===== src/rtl/pet_pkg.sv =====
package pet_pkg;
    localparam int unsigned PET_CNT_W       = 16;
    localparam int unsigned PET_SYNC_STAGES = 2;
endpackage


===== src/rtl/pet_sync.sv =====
module pet_sync #(
    parameter int unsigned STAGES = 2
) (
    input  logic clk_i,
    input  logic rst_ni,
    input  logic async_i,
    output logic sync_o
);
    logic [STAGES-1:0] st_d, st_q;

    generate
        if (STAGES == 1) begin : g_single
            always_comb st_d = async_i;
        end else begin : g_chain
            always_comb st_d = {st_q[STAGES-2:0], async_i};
        end
    endgenerate

    always_ff @(posedge clk_i or negedge rst_ni) begin
        if (!rst_ni) st_q <= '0;
        else         st_q <= st_d;
    end

    assign sync_o = st_q[STAGES-1];
endmodule


===== src/rtl/pet_counter.sv =====
module pet_counter #(
    parameter int unsigned CNT_W = 16
) (
    input  logic             clk_i,
    input  logic             rst_ni,
    input  logic             lvl_i,
    input  logic             en_i,
    input  logic             clr_i,
    input  logic             phase_hi_i,
    input  logic             ovf_wrap_i,
    output logic [CNT_W-1:0] cnt_o,
    output logic             done_o,
    output logic             ovf_o
);
    localparam logic [CNT_W-1:0] CNT_MAX = '1;
    localparam logic [CNT_W-1:0] CNT_ONE = CNT_W'(1);

    typedef struct packed {
        logic [CNT_W-1:0] cnt;
        logic             armed;
        logic             stopped;
        logic             prev_act;
        logic             ovf;
    } ctr_st_t;

    ctr_st_t st_d, st_q;
    logic    act, start, fin;

    always_comb begin
        act   = (lvl_i == phase_hi_i);
        start = act & ~st_q.prev_act;
        fin   = ~act & st_q.prev_act;

        st_d          = st_q;
        st_d.prev_act = act;
        st_d.ovf      = 1'b0;

        if (clr_i) begin
            st_d.cnt      = '0;
            st_d.armed    = 1'b0;
            st_d.stopped  = 1'b0;
            st_d.prev_act = 1'b1;
        end else if (!en_i) begin
            st_d.armed = 1'b0;
        end else if (start) begin
            st_d.armed   = 1'b1;
            st_d.stopped = 1'b0;
            st_d.cnt     = CNT_ONE;
        end else if (fin) begin
            st_d.armed = 1'b0;
        end else if (act && st_q.armed) begin
            if (st_q.cnt == CNT_MAX) begin
                if (ovf_wrap_i) begin
                    st_d.cnt = '0;
                    st_d.ovf = 1'b1;
                end else if (!st_q.stopped) begin
                    st_d.stopped = 1'b1;
                    st_d.ovf     = 1'b1;
                end
            end else begin
                st_d.cnt = st_q.cnt + CNT_ONE;
            end
        end
    end

    always_ff @(posedge clk_i or negedge rst_ni) begin
        if (!rst_ni) begin
            st_q.cnt      <= '0;
            st_q.armed    <= 1'b0;
            st_q.stopped  <= 1'b0;
            st_q.prev_act <= 1'b1;
            st_q.ovf      <= 1'b0;
        end else begin
            st_q <= st_d;
        end
    end

    assign cnt_o  = st_q.cnt;
    assign done_o = fin & st_q.armed & en_i & ~clr_i;
    assign ovf_o  = st_q.ovf;

    // in stop mode a full counter stays at full scale
    a_r7_hold_full: assert property (@(posedge clk_i) disable iff (!rst_ni)
        (en_i && !clr_i && !ovf_wrap_i && st_q.armed && act && !start && st_q.cnt == CNT_MAX)
        |=> (st_q.cnt == CNT_MAX));

    // in wrap mode a full counter rolls to zero and flags overflow
    a_r6_wrap_zero: assert property (@(posedge clk_i) disable iff (!rst_ni)
        (en_i && !clr_i && ovf_wrap_i && st_q.armed && act && !start && st_q.cnt == CNT_MAX)
        |=> (st_q.cnt == '0 && st_q.ovf));

    // disabling drops any measurement in progress
    a_r8_disarm: assert property (@(posedge clk_i) disable iff (!rst_ni)
        !en_i |=> !st_q.armed);

    // an overflow pulse only follows a full counter
    a_r6_ovf_from_full: assert property (@(posedge clk_i) disable iff (!rst_ni)
        st_q.ovf |-> $past(st_q.cnt) == CNT_MAX);
endmodule


===== src/rtl/pet_capture.sv =====
module pet_capture #(
    parameter int unsigned CNT_W = 16
) (
    input  logic             clk_i,
    input  logic             rst_ni,
    input  logic             clr_i,
    input  logic             done_i,
    input  logic [CNT_W-1:0] cnt_i,
    output logic [CNT_W-1:0] event_o,
    output logic             evt_o
);
    typedef struct packed {
        logic [CNT_W-1:0] val;
        logic             evt;
    } cap_st_t;

    cap_st_t cap_d, cap_q;

    always_comb begin
        cap_d     = cap_q;
        cap_d.evt = 1'b0;
        if (clr_i) begin
            cap_d.val = '0;
        end else if (done_i) begin
            cap_d.val = cnt_i;
            cap_d.evt = 1'b1;
        end
    end

    always_ff @(posedge clk_i or negedge rst_ni) begin
        if (!rst_ni) cap_q <= '0;
        else         cap_q <= cap_d;
    end

    assign event_o = cap_q.val;
    assign evt_o   = cap_q.evt;

    // event pulse lasts one cycle
    a_r4_one_cycle: assert property (@(posedge clk_i) disable iff (!rst_ni)
        cap_q.evt |=> !cap_q.evt);

    // the register changes only with an event or a clear
    a_r4_change_cause: assert property (@(posedge clk_i) disable iff (!rst_ni)
        !$stable(cap_q.val) |-> ($past(done_i) || $past(clr_i)));

    // clear zeroes the register
    a_r10_clear: assert property (@(posedge clk_i) disable iff (!rst_ni)
        clr_i |=> (cap_q.val == '0 && !cap_q.evt));
endmodule


===== src/rtl/pulse_event_timer.sv =====
module pulse_event_timer #(
    parameter int unsigned CNT_W       = pet_pkg::PET_CNT_W,
    parameter int unsigned SYNC_STAGES = pet_pkg::PET_SYNC_STAGES
) (
    input  logic             clk_i,
    input  logic             rst_ni,
    input  logic             ext_i,
    input  logic             en_i,
    input  logic             clr_i,
    input  logic             phase_hi_i,
    input  logic             ovf_wrap_i,
    output logic [CNT_W-1:0] event_o,
    output logic             evt_irq_o,
    output logic             ovf_irq_o
);
    logic             lvl;
    logic [CNT_W-1:0] cnt;
    logic             done;

    pet_sync #(.STAGES(SYNC_STAGES)) u_sync (
        .clk_i   (clk_i),
        .rst_ni  (rst_ni),
        .async_i (ext_i),
        .sync_o  (lvl)
    );

    pet_counter #(.CNT_W(CNT_W)) u_counter (
        .clk_i      (clk_i),
        .rst_ni     (rst_ni),
        .lvl_i      (lvl),
        .en_i       (en_i),
        .clr_i      (clr_i),
        .phase_hi_i (phase_hi_i),
        .ovf_wrap_i (ovf_wrap_i),
        .cnt_o      (cnt),
        .done_o     (done),
        .ovf_o      (ovf_irq_o)
    );

    pet_capture #(.CNT_W(CNT_W)) u_capture (
        .clk_i   (clk_i),
        .rst_ni  (rst_ni),
        .clr_i   (clr_i),
        .done_i  (done),
        .cnt_i   (cnt),
        .event_o (event_o),
        .evt_o   (evt_irq_o)
    );

    // no event can follow a cycle with the timer disabled
    a_r8_no_event_disabled: assert property (@(posedge clk_i) disable iff (!rst_ni)
        !en_i |=> !evt_irq_o);
endmodule


===== config.mk =====
export PLATFORM = sky130hd
export DESIGN_NAME = pulse_event_timer
export DESIGN_NICKNAME = d
export VERILOG_FILES = /design/src/rtl/pet_pkg.sv /design/src/rtl/pet_sync.sv /design/src/rtl/pet_counter.sv /design/src/rtl/pet_capture.sv /design/src/rtl/pulse_event_timer.sv
export SDC_FILE = /design/constraint.sdc
export NUM_CORES = 1
export LEC_CHECK = 0
export CAP_MARGIN = 25
export CORE_MARGIN = 10
export CORE_UTILIZATION = 50
export DETAILED_ROUTE_END_ITERATION = 6
export GPL_ROUTABILITY_DRIVEN = 0
export PLACE_DENSITY_LB_ADDON = 0.1
export SYNTH_ARGS = -nofsm -noshare
export SYNTH_HDL_FRONTEND = slang
export SYNTH_HIERARCHICAL = 1
export SYNTH_SLANG_ARGS = --single-unit
export TNS_END_PERCENT = 10

===== constraint.sdc =====
create_clock -name clk_i -period 2.19 [get_ports clk_i]
set_input_delay 0.438 -clock clk_i [delete_from_list [all_inputs] [get_ports clk_i]]
set_output_delay 0.438 -clock clk_i [all_outputs]
set_load 0.1 [all_outputs]

==> impl_results.md, run 1 <==
- Crit-path max cell delay: around 440 ps
- Root Driver: clkbuf_8
- Largest net degree at the start of global routing: 40
- Number of global-route vias before repair: 1725
- Ys flop type: dfrtp_1
- Run status: finished, violations left
- Die area: roughly 0.0074 mm2
- Share of cells above drive strength 1: slightly below 30%
- Reg2Reg Launch Point: u_counter/cnt_o[0]$_DFFE_PN0P_
- Tmin final: 2230 ps
- Fin. Hold Viols: 0
- First-pass GRT wire length: just under 9000 um
- H-tree Lvls: 2
- Slew Limit Fails: 0
- Max_cap viols: 0
- Total Power: 1.33 mW
- Clock transition time at the flip-flop clock pins of the worst setup and hold paths: 70 ps
- Power Dens Cells: 517 mW/mm2
- Die H: around 86 um
- CTS tree: done
- Syn Inst Count: roughly 210
- Via count: 1827
- Setup Viol. Count Final: 1
- First-pass DRT Iterations: 6
- Syn. warnings: 6
- Post-Syn Nets: about 220
- Clock buffer depth: 2
- Worst Hold Class: primary input to async pin
- Top delay family on crit path: buffers and inverters
- Vias per cell: just over 6
- Reg-to-reg slack, setup: approximately 90 ps
- Most Frequent Cell on Critical Path: buf_4
- Critical Path End Type: register
- Max Fclk: ~450 MHz
- Port Buffers: 24
- CTS buffer count: 5
- Layout area overhead: 19.1%
- Initial Utilization: ~53%
- CP Max Fanout: 6
- Required time of the critical path: ~2400 ps
- CP cell instances: clkdlybuf4s50_1 > xor2_2 > ha_1 > and3b_2 > a21oi_1 > buf_4 > buf_4 > o21ai_0 > o31ai_2
- Skew final: ~6.3 ps
- RSZ-0062 raised after global routing: true
- Mapped Area: 0.00217 mm2
- Cell variety after synth: between 50 and 60
- Final routed DRC violation total: 0
- Min setup slack post-route: -35.5 ps
- Routed Antenna Nets: 0
- Syn Area/Cell: slightly above 10 um2
- Crit Reg-Reg Endpoint: u_counter/cnt_o[7]$_DFFE_PN0P_
- Sequential area share after synthesis: between 40% and 50%
- Number of I/O pins: 25
- Initial DRC Count: around 250
- Fin Hold WS: approximately 250 ps
- Fillers: ~340
- Clk_lat worst skew: between 200 and 300 ps
- CP Launch Type: primary input
- DR WL/cell: 18.0 um
- Worst r2r path cells: 6
- Critical path's slowest cell: clkdlybuf4s50_1
- FP Rows: 23
- Cts hold-fix bufs: 0
- Tcrit/Tclk final: 102%
- Grt ovf: 0
- Slew Limit Headroom: around 43%
- Levels on crit path: 9
- Antenna violations before repair: 0
- Die width: roughly 86 um
- Asr flop ratio synth: 100%
- Dpl ws: -318 ps
- Leakage: 1.14 nW
- Number of flops mapped to enable cells by yosys: 0
- Net count, final: 256
- Clk sinks: 39
- CP bufs+invs: 3
- Least-Margin Pin Slew: roughly 850 ps
- Failing checks: setup timing
- Detailed Place HPWL: 3840 um
- Worst VDD drop: around 0.00034 V
- Core Region: 0.00409 mm2
- Final core occ: between 60% and 70%
- Antenna cells: 0
- CP arrival: approximately 2400 ps
- Drt total wl: between 5000 and 6000 um
- Gr usage total: roughly 15%
- Setup Crit Path Kind: primary input to register
- Yosys reg bits: 39
[worst max-delay path by stage]
stage          slack, ps        from                         endpoint
2_1_floorplan         30  phase_hi_i  u_counter/cnt_o[11]$_DFFE_PN0P_
3_3_place_gp        -290  phase_hi_i   u_counter/cnt_o[5]$_DFFE_PN0P_
3_5_place_dp        -320  phase_hi_i   u_counter/cnt_o[5]$_DFFE_PN0P_
4_1_cts               -3  phase_hi_i   u_counter/cnt_o[8]$_DFFE_PN0P_
5_1_grt              -90  phase_hi_i   u_counter/cnt_o[4]$_DFFE_PN0P_
6_report             -40  phase_hi_i   u_counter/cnt_o[4]$_DFFE_PN0P_
[what timing repair did]
item,CTS,global route
buffers inserted,0,1
pin swaps,1,4
setup endpoints to repair,3,13
gates cloned,0,1
gates resized for setup,1,10
[power breakdown]
group          leakage [nW]  total, mW  switching [mW]  internal (mW)
clock network        0.0422      0.461           0.238          0.223
logic                 0.562      0.137          0.0782         0.0592
registers             0.535      0.735         0.00587          0.729
[cells in the final DEF (no fill, tap or decap), types with 2 or more instances in the layout]
cell type and count:
a21o_1 3, a21oi_1 7, a22o_1 2, a31oi_1 4
and3_1 4, buf_4 44, clkbuf_1 2, clkbuf_8 5
clkdlybuf4s50_1 5, dfrtp_1 38, ha_1 2, inv_1 7
mux2i_1 17, nand2_1 13, nand2b_1 2, nand3_1 6
nor2_1 24, nor4_1 2, o21ai_0 6, o21ai_1 4
o21ai_4 3, o31ai_1 3, o31ai_2 2, or3_1 2
or4_4 2
[cell type report]
type / count / area (um2) / area share (%)
multi-input combinational: 142 / 1030 / 39.8
sequential: 39 / 977 / 37.9
timing repair buffer: 51 / 405 / 15.7
clock buffer: 7 / 76.3 / 2.96
tap: 50 / 62.6 / 2.42
inverter: 7 / 26.3 / 1.02
clock inverter: 1 / 5.00 / 0.194
[synthesized netlist by cell type, types with 3 or more instances]
master,n,share of area (%)
dfrtp_1,38,44
nor2_1,24,4.2
mux2i_1,17,7.9
buf_4,16,5.5
nand2_1,14,2.4
a21oi_1,7,1.6
inv_1,7,1.2
o21ai_0,7,1.6
nand3_1,6,1.4
o31ai_1,5,1.7
a31oi_1,4,1.2
and3_1,4,1.2
a21o_1,3,1.0
clkbuf_1,3,0.52
ha_1,3,1.7
o21ai_1,3,0.69
o21ai_4,3,2.3
[flip-flops by register name, summed over array words and instances, names as in the netlist]
| signal | count |
|---|---|
| u_counter/cnt_o | 16 |
| u_sync/st_q | 2 |
| u_counter/st_q | 3 |
| u_counter/ovf_o | 1 |
| u_capture/event_o | 16 |
| u_capture/evt_o | 1 |
[metal layers]
layer / routed length [um] / GRT usage, % / up-vias
met2: 2500 / 22.5 / 115
met5: 0 / 0 / -
met3: 538 / 4.92 / 20
met4: 124 / 5.99 / 0
met1: 2190 / 18.6 / 872
li1: - / - / 820
[through the flow]
stage | cells | instance area, um2 | setup TNS, ps
2_1_floorplan | 212 | 2170 | 0
3_3_place_gp | 287 | 2440 | -3420
3_5_place_dp | 287 | 2440 | -4340
4_1_cts | 295 | 2530 | -2.55
5_1_grt | 297 | 2580 | -308
6_report | 297 | 2580 | -35.5
[logic make-up after synthesis]
family / Yosys count / share of synthesized area [%]
XOR/XNOR: 1 / 0.404
AO/OA/AOI/OAI: 48 / 16.3
adder cells (fa/ha/maj): 3 / 1.73
flip-flops: 39 / 45.1
multiplexers: 17 / 7.85
AND/OR/NAND/NOR: 72 / 18.6
buffers and inverters: 32 / 9.93
No activity file was read; power rests on OpenSTA's default activity.
==> run 2: changes to the inputs <==
- CELL_PAD_IN_SITES_DETAIL_PLACEMENT: unset -> 1
- CELL_PAD_IN_SITES_GLOBAL_PLACEMENT: unset -> 2
- CORE_UTILIZATION: 50 -> 32
==> run 2 against run 1 <==
Against the previous run: the run now ends clean; combinational power up 14%; power up 15%; core utilization down 21 points; first-iteration DRC count down 67%; sequential power about the same; non-clock buffer count up 7; clock power up 39%; critical endpoint is now u_counter/cnt_o[2]$_DFFE_PN0P_; highest routed layer unchanged.
==> impl_results.md, run 2 (synthesized netlist as in run 1, its figures left out) <==
- Tcrit/Tclk final: 90.4% (-11 points)
- Max Fclk: 505 MHz (+12%)
- CP arrival: 2150 ps (-230 ps)
- Number of I/O pins: 25 (unchanged)
- Required time of the critical path: 2360 ps (about the same)
- FP Rows: 29 (+26%)
- Leading cell type in the layout, fill and taps excluded: buf_4
- Max_cap viols: 0 (unchanged)
- Clk_lat worst skew: 300 ps (about the same)
- Share of cells above drive strength 1: 31.2% (+2.1 points)
- Design area: 0.00272 mm2 (+5.2%)
- Antenna cells: 0 (unchanged)
- Tmin final: 1980 ps (-247 ps)
- Via count: 1802 (-1.4%)
- Setup Crit Path Kind: register to register
- Antenna violations before repair: 0 (unchanged)
- Skew final: 5.81 ps (-0.473 ps)
- Initial Utilization: 33.6% (-19 points)
- Grt ovf: 0 (unchanged)
- Worst VDD drop: 0.000225 V (-35%)
- Setup Viol. Count Final: 0 (-1)
- Fillers: 741 (+120%)
- Core Region: 0.00646 mm2 (+58%)
- RSZ-0062 raised after global routing: false
- Final routed DRC violation total: 0 (unchanged)
- Drt total wl: 6110 um (+14%)
- Clock buffer depth: 2 (unchanged)
- Vias per cell: 5.46 (-11%)
- Routed Antenna Nets: 0 (unchanged)
- DR WL/cell: 18.5 um (+2.8%)
- Cts hold-fix bufs: 0 (unchanged)
- DP Area: 0.00255 mm2 (+4.6%)
- CP Max Fanout: 7 (+1)
- Net count, final: 262 (+2.3%)
- First-pass DRT Iterations: 4 (-2)
- CTS buffer count: 5 (unchanged)
- Least-Margin Pin Slew: 427 ps (-427 ps)
- Clock transition time at the flip-flop clock pins of the worst setup and hold paths: 90 ps (+20 ps)
- Critical path's slowest cell: or4_4
- CP Launch Type: register
- Die area: 0.0105 mm2 (+42%)
- Largest net degree at the start of global routing: 40 (unchanged)
- Die H: 102 um (+19%)
- Initial DRC Count: 81 (-67%)
- Critical Path End Type: register
- Slew Limit Fails: 0 (unchanged)
- Run status: complete, no violations
- Power Dens Cells: 562 mW/mm2 (+8.9%)
- First-pass GRT wire length: 9870 um (+13%)
- Die width: 102 um (+19%)
- CTS tree: done
- Most frequent cells in the layout: buf_4, dfrtp_1, nor2_1, mux2i_1, nand2_1
- Leakage: 1.19 nW (+4.9%)
- Slew Limit Headroom: 71.4% (+28 points)
- Layout area overhead: 25.3%
- Root Driver: clkbuf_8
- Crit-path max cell delay: 620 ps (+180 ps)
- H-tree Lvls: 2 (unchanged)
- Port Buffers: 24 (unchanged)
- Fin. Hold Viols: 0 (unchanged)
- Gr usage total: 12.0% (-2.7 points)
- CP cell instances: ha_1 > nand3_1 > or4_4 > nor3_1 > o211ai_1 > o311ai_0
- Clk sinks: 39 (unchanged)
- Worst Hold Class: primary input to async pin
- Number of global-route vias before repair: 1859 (+7.8%)
- Final core occ: 42.1% (-21 points)
- Detailed Place HPWL: 4700 um (+22%)
run 2: cell count changes in the layout (fill, tap and decap cells not counted), sizes merged:
cell,delta
o21ai,-1
dlymetal6s2s,+1
clkinv,-1
clkinvlp,+1
clkbuf,-2
clkdlybuf4s50,-1
buf,+7
bufinv,+1
inv,+1
run 2: cell type report:
type	instances	area, um2	area share [%]
multi-input combinational	141	1010	37.3
sequential	39	977	36.0
clock buffer	5	68.8	2.53
inverter	7	26.3	0.967
timing repair buffer	58	489	18.0
tap	77	96.3	3.55
clock inverter	3	46.3	1.70
run 2: critical path, delay by kind of cell, from the launching register on:
kind            cells  cell delay, ps
compound gates      2             250
simple gates        3            1030
fa+ha+maj           1             210
flops               1             360
run 2: what timing repair did:
item,in CTS,in global routing
endpoints found under the hold margin,0,0
setup endpoints to repair,15,17
pin swaps,2,3
gates resized for setup,9,3
setup buffers,0,1
run 2: per-layer routing:
metal	track usage [%]	vias up	part of all wire, %
li1	-	836	-
met3	2.90	6	4.5
met2	20.0	40	50
met1	15.0	920	45
met5	0	-	0
met4	3.36	0	0.77
run 2: worst paths after layout:
kind	to	slack, ps	start	depth (start not counted)
max	u_counter/cnt_o[2]$_DFFE_PN0P_	210	u_counter/cnt_o[0]$_DFFE_PN0P_	6
min	u_capture/evt_o$_DFF_PN0_	100	rst_ni	2
max reg2reg	u_counter/cnt_o[2]$_DFFE_PN0P_	210	u_counter/cnt_o[0]$_DFFE_PN0P_	6
min reg2reg	u_sync/st_q[1]$_DFF_PN0_	360	u_sync/st_q[0]$_DFF_PN0_	0
max in group asynchronous	u_counter/st_q[1]$_DFF_PN1_	1840	rst_ni	2
min in group clk_i	u_sync/st_q[1]$_DFF_PN0_	360	u_sync/st_q[0]$_DFF_PN0_	0
run 2: power by group:
part | total, mW | internal [mW] | switching (mW)
Clock | 0.639 | 0.344 | 0.296
Combinational | 0.156 | 0.0717 | 0.0841
Sequential | 0.733 | 0.728 | 0.00425
Total | 1.53 | 1.14 | 0.384
run 2: through the flow:
stage	setup WS [ps]	std cells	hold slack (ps)	total power, mW	setup TNS [ps]
2_1_floorplan	34.9	212	142	0.810	0
3_3_place_gp	-362	321	339	0.890	-4860
3_5_place_dp	-424	321	339	0.892	-6040
4_1_cts	-33.9	329	104	1.54	-42.4
5_1_grt	79.7	330	103	1.59	0
6_report	211	330	98.7	1.53	0
